==> config.mk <==
export PLATFORM = sky130hd
export DESIGN_NAME = bitmask_sp_ram
export DESIGN_NICKNAME = d
export VERILOG_FILES = /design/src/rtl/bmram_pkg.sv /design/src/rtl/bmram_decode.sv /design/src/rtl/bmram_array.sv /design/src/rtl/bmram_outreg.sv /design/src/rtl/bitmask_sp_ram.sv
export SDC_FILE = /design/constraint.sdc
export NUM_CORES = 2
export LEC_CHECK = 0
export BUFFER_PORTS_ARGS = -buffer_cell sky130_fd_sc_hd__buf_2
export CAP_MARGIN = 20
export CORE_MARGIN = 3
export CORE_UTILIZATION = 51
export CTS_CLUSTER_DIAMETER = 60
export DETAILED_ROUTE_END_ITERATION = 10
export GPL_ROUTABILITY_DRIVEN = 0
export GPL_TIMING_DRIVEN = 0
export PLACE_DENSITY = 0.71
export SLEW_MARGIN = 15
export SYNTH_ARGS = -nofsm -noshare
export SYNTH_HDL_FRONTEND = slang
export SYNTH_HIERARCHICAL = 1
export SYNTH_SLANG_ARGS = --single-unit
==> constraint.sdc <==
create_clock -name clk_i -period 2.81 [get_ports clk_i]
set_input_delay 0.281 -clock clk_i [delete_from_list [all_inputs] [get_ports clk_i]]
set_output_delay 0.281 -clock clk_i [all_outputs]
set_load 0.02 [all_outputs]
==> src/rtl/bmram_pkg.sv <==
package bmram_pkg;

    typedef enum logic [1:0] {
        OP_NONE  = 2'd0,
        OP_READ  = 2'd1,
        OP_WRITE = 2'd2,
        OP_BCAST = 2'd3
    } bmram_op_e;

endpackage

==> src/rtl/bmram_decode.sv <==
module bmram_decode
    import bmram_pkg::*;
(
    input  logic      en_i,
    input  logic      tm_i,
    input  logic      rd_wrn_i,
    input  logic      wl_off_i,
    input  logic      burn_i,
    output bmram_op_e op_o
);

    logic access_ok;

    // An access needs the chip enabled, test mode off and the rows enabled.
    assign access_ok = en_i && !tm_i && !wl_off_i;

    always_comb begin
        op_o = OP_NONE;
        if (access_ok) begin
            unique case ({burn_i, rd_wrn_i})
                2'b00:   op_o = OP_WRITE;
                2'b01:   op_o = OP_READ;
                2'b10:   op_o = OP_BCAST;
                default: op_o = OP_NONE; // all rows on during a read: no capture
            endcase
        end
    end

endmodule

==> src/rtl/bmram_array.sv <==
module bmram_array
    import bmram_pkg::*;
#(
    parameter int unsigned WORDS = 64,
    parameter int unsigned WIDTH = 16,
    localparam int unsigned AW   = $clog2(WORDS)
) (
    input  logic             clk_i,
    input  bmram_op_e        op_i,
    input  logic [AW-1:0]    addr_i,
    input  logic [WIDTH-1:0] ben_i,
    input  logic [WIDTH-1:0] di_i,
    output logic [WIDTH-1:0] rd_data_o
);

    logic [WIDTH-1:0] mem [WORDS];
    logic [WORDS-1:0] row_we;

    for (genvar r = 0; r < WORDS; r++) begin : g_row_sel
        localparam logic [AW-1:0] ROW = AW'(r);
        assign row_we[r] = (op_i == OP_BCAST) ||
                           ((op_i == OP_WRITE) && (addr_i == ROW));
    end

    always_ff @(posedge clk_i) begin
        for (int r = 0; r < WORDS; r++) begin
            if (row_we[r]) begin
                mem[r] <= (mem[r] & ~ben_i) | (di_i & ben_i);
            end
        end
    end

    assign rd_data_o = mem[addr_i];

endmodule

==> src/rtl/bmram_outreg.sv <==
module bmram_outreg
    import bmram_pkg::*;
#(
    parameter int unsigned WIDTH = 16
) (
    input  logic             clk_i,
    input  logic             rst_ni,
    input  bmram_op_e        op_i,
    input  logic [WIDTH-1:0] rd_data_i,
    input  logic [WIDTH-1:0] di_i,
    output logic [WIDTH-1:0] do_o
);

    logic [WIDTH-1:0] do_q;
    logic [WIDTH-1:0] do_d;

    always_comb begin
        unique case (op_i)
            OP_READ:  do_d = rd_data_i;
            OP_WRITE,
            OP_BCAST: do_d = di_i;
            default:  do_d = do_q;
        endcase
    end

    always_ff @(posedge clk_i or negedge rst_ni) begin
        if (!rst_ni) begin
            do_q <= '0;
        end else begin
            do_q <= do_d;
        end
    end

    assign do_o = do_q;

endmodule

==> src/rtl/bitmask_sp_ram.sv <==
module bitmask_sp_ram
    import bmram_pkg::*;
#(
    parameter int unsigned WORDS = 64,
    parameter int unsigned WIDTH = 16,
    localparam int unsigned AW   = $clog2(WORDS)
) (
    input  logic             clk_i,
    input  logic             rst_ni,
    input  logic             en_i,
    input  logic             tm_i,
    input  logic             rd_wrn_i,
    input  logic             wl_off_i,
    input  logic             burn_i,
    input  logic [AW-1:0]    addr_i,
    input  logic [WIDTH-1:0] ben_i,
    input  logic [WIDTH-1:0] di_i,
    output logic [WIDTH-1:0] do_o
);

    bmram_op_e        op;
    logic [WIDTH-1:0] rd_data;

    bmram_decode u_decode (
        .en_i    (en_i),
        .tm_i    (tm_i),
        .rd_wrn_i(rd_wrn_i),
        .wl_off_i(wl_off_i),
        .burn_i  (burn_i),
        .op_o    (op)
    );

    bmram_array #(.WORDS(WORDS), .WIDTH(WIDTH)) u_array (
        .clk_i    (clk_i),
        .op_i     (op),
        .addr_i   (addr_i),
        .ben_i    (ben_i),
        .di_i     (di_i),
        .rd_data_o(rd_data)
    );

    bmram_outreg #(.WIDTH(WIDTH)) u_outreg (
        .clk_i    (clk_i),
        .rst_ni   (rst_ni),
        .op_i     (op),
        .rd_data_i(rd_data),
        .di_i     (di_i),
        .do_o     (do_o)
    );

endmodule

==> results.py <==
metrics = {
    "status": {
        "status": "complete, but fails checks",
        "failed_checks": "setup timing",
    },
    "cts": {
        "clk_latency_ns": 0.69,
        "cts_tree": "yes",
        "clk_path_buf_depth": 3,
        "cts-root-buf": "clkbuf_16",
        "htree_levels": 3,
        "cts_num_sinks": 1040,
        "clk_pin_slew_ns": 0.06,
        "cts_buffers": 108,
    },
    "final_layout": {
        "area_growth_pct": 12.41,
        "fin_nets": 3194,
        "drive_above_1_share_pct": 18.87,
        "fin_area_um2": 52660,
    },
    "setup_path": {
        "r2r_setup_slack_ns": 0.20,
        "criticalPathCategory": "in2reg",
        "critPathSlowestCell": "a21oi_1",
        "critical_path_required_ns": 3.23,
        "crit_path_frequent_cell": "buf_2",
        "path_cells": "buf_2, inv_1, ha_1, nor4bb_2, buf_2, nand3b_1, nor2_1, buf_1, a21oi_1, clkbuf_1, nor2b_1",
        "cp-end-kind": "flop",
        "worstRegToRegCells": 6,
        "cpPeakStageDelay_ns": 0.77,
        "crit_buf_inv": 5,
        "cpLargestDelayFamily": "buffers and inverters",
        "path_max_fanout": 10,
        "reg2reg_to": "u_outreg/do_o[11]",
        "startpoint_type": "input pin",
        "critical_path_arrival_ns": 3.27,
    },
    "yosys": {
        "synth_top_area_share_pct": 65.64,
        "yosys_warnings": 6,
        "synth_compound_area_share_pct": 3.616,
        "synthArstFlopShare_pct": 1.538,
        "yosysTopAreaCell": "edfxtp_1",
        "synthTopCellsByArea": "edfxtp_1, mux4_2, nor2b_1",
        "synth_adder_area_share_pct": 0.08012,
        "seq_area_frac_synth_pct": 66.49,
        "synth-edff-count": 1024,
        "synth_top_family_by_area": "simple AND/OR/NAND/NOR gates",
        "synth_ff_type": "edfxtp_1",
        "syn_inst": 2976,
        "yosysUniqueCellTypes": 33,
        "synth_simple_gate_area_share_pct": 14.56,
        "ys_seq_elements": 1040,
        "synth_area_per_cell_um2": 15.74,
        "synth_xor_area_share_pct": 0,
        "syn-cell-area_um2": 46850,
        "yosys-mux-area-fraction_pct": 12.65,
        "syn-num-nets": 3024,
    },
    "global_routing": {
        "track_usage_pct": 28.60,
        "grt_pass1_vias": 27820,
        "overflow": 0,
        "grt_pass1_wl_mm": 193.2,
        "busiest_layer": "met2",
        "antenna_found_initial": 15,
        "use_met3_pct": 7.476,
        "grt_max_degree": 66,
        "grt_util_met1_pct": 37.51,
        "grt_use_met2_pct": 45.63,
    },
    "floorplanning": {
        "rows": 110,
        "die_h_um": 309.1,
        "core_area_um2": 90560,
        "start_util_pct": 51.73,
        "dieArea_um2": 95530,
        "dieWidth_um": 309.1,
        "io_pins": 61,
    },
    "timing": {
        "tightest_slew_ns": 1.426,
        "hold_violations": 0,
        "fin_crit_ns": 2.850,
        "fmax_mhz": 350.9,
        "period_share_pct": 101.4,
        "rsz0062_at_grt": "true",
        "slew_headroom_pct": 4.171,
        "skew_ns": 0.03575,
        "setup_viol": 26,
        "setup_slack_ns": -0.03997,
        "report.final.slew_viol_count": 0,
    },
    "routing": {
        "drt-initial-drc-count": 3839,
        "vias_per_cell": 6.328,
        "drt_first_pass_iters": 8,
        "drc": 0,
        "wl_mm": 135.7,
        "dr_total_vias": 27910,
        "postRouteAntennaNets": 0,
        "wire_per_inst_um": 30.78,
    },
    "job": {
        "cap_violations": 0,
    },
    "pwr": {
        "ir_worst_vdd_uv": 518.6,
        "leakage_nw": 16.45,
        "p_per_area_nw_per_um2": 644.8,
        "power_w": 0.03396,
    },
    "worst_hold_path": {
        "hold_class": "in2async",
    },
    "place": {
        "dpl_cell_area_um2": 48740,
        "port_buffers": 42,
        "dpl.hpwl_mm": 95.61,
    },
}
## repair_timing
item / 4_1_cts / 5_1_grt
endpoints found under the setup margin: 724 / 501
pin swaps: 1 / 0
hold buffers: 1 / 0
setup buffers: 2 / 0
endpoints found under the hold margin: 16 / 0
gates resized for setup: 56 / 92
## report_power, final
| group | switching (W) | total [W] | internal (W) |
|---|---|---|---|
| Sequential | 0.0000709 | 0.0172 | 0.0171 |
| Clock | 0.00598 | 0.0144 | 0.00846 |
| Combinational | 0.00153 | 0.00231 | 0.000780 |
## layout make-up
type / count / area [um2]
repair buffers: 60 / 470.5
fillers: 6887 / 37900
well taps: 1176 / 1471
clock buffers: 129 / 2867
plain buffers: 287 / 1306
clock inverters: 67 / 704.4
flip-flops and latches: 1040 / 31150
multi-input cells: 1646 / 14680
diodes: 2 / 5.005
inverters: 3 / 11.26
## worst max path at each step
stage                     cells after the start    to  slack [ns]     start
after floorplan                               9  flop        0.08  rd_wrn_i
after global placement                        9  flop       -1.93  rd_wrn_i
after detailed placement                      9  flop       -1.38  rd_wrn_i
after CTS                                    11  flop       0.002  rd_wrn_i
after global routing                         11  flop       -0.15    burn_i
final                                        11  flop       -0.04  rd_wrn_i
## cells by family after synthesis
kind of cell / Yosys count
simple gates: 1098
fa+ha+maj: 3
flops: 1040
buf+inv: 290
compound gates: 273
mux: 272
## cells in the mapped netlist (all sizes together) (16+ instances only)
cell and number:
a22oi 128, buf 67, mux4 256, nor2b 706
a21oi 104, o21ai 36, mux2i 16, edfxtp 1024
or4 16, and2 324, dfrtp 16, clkbuf 220
nand2 21
## per-layer routing
metal / wire length, um / part of all wire, %
met5: 101 / 0.074
met4: 6603 / 4.9
met3: 15830 / 12
met1: 49500 / 36
met2: 63710 / 47
## through the flow
step / util, % / worst slack, ns / TNS (ns) / std cells / hold WS [ns]
floorplan: - / 0.07557 / 0 / 2976 / -0.01459
global placement: 53.59 / -1.934 / -1366.00 / 4194 / 0.2563
detailed placement: 53.82 / -1.376 / -833.08 / 4209 / 0.2643
CTS: 57.97 / 0.001568 / 0 / 4408 / 0.07231
global route: 58.15 / -0.1508 / -4.881 / 4408 / 0.1059
finish: 58.15 / -0.03997 / -0.3104 / 4410 / 0.1044
## worst register-to-register path, cell delays in order, from the launching register on
cell      delay, ns
edfxtp_1       0.35
mux4_2         0.48
a22oi_1        0.28
a21oi_1        0.25
or4_1          0.74
mux2i_1        0.23
o21ai_0        0.10
## cell usage in the layout, fill, tap and decap left out, drive strengths merged, types with 2 or more instances in the layout
cell,netlist,routed
a31oi,4,4
ha,3,3
nand3,3,3
or4,16,16
edfxtp,1024,1024
nand2b,8,8
clkbuf,220,354
nand2,21,21
diode,0,2
nor3,4,4
or2,2,2
inv,3,8
clkinvlp,0,3
buf,67,117
o21ai,36,36
dfrtp,16,16
mux4,256,256
nor2b,706,706
a21oi,104,104
a22oi,128,128
clkdlybuf4s15,0,3
nor2,8,8
and2,324,324
mux2i,16,16
bufinv,0,13
clkinv,0,46
(Power assumes the default switching activity.)
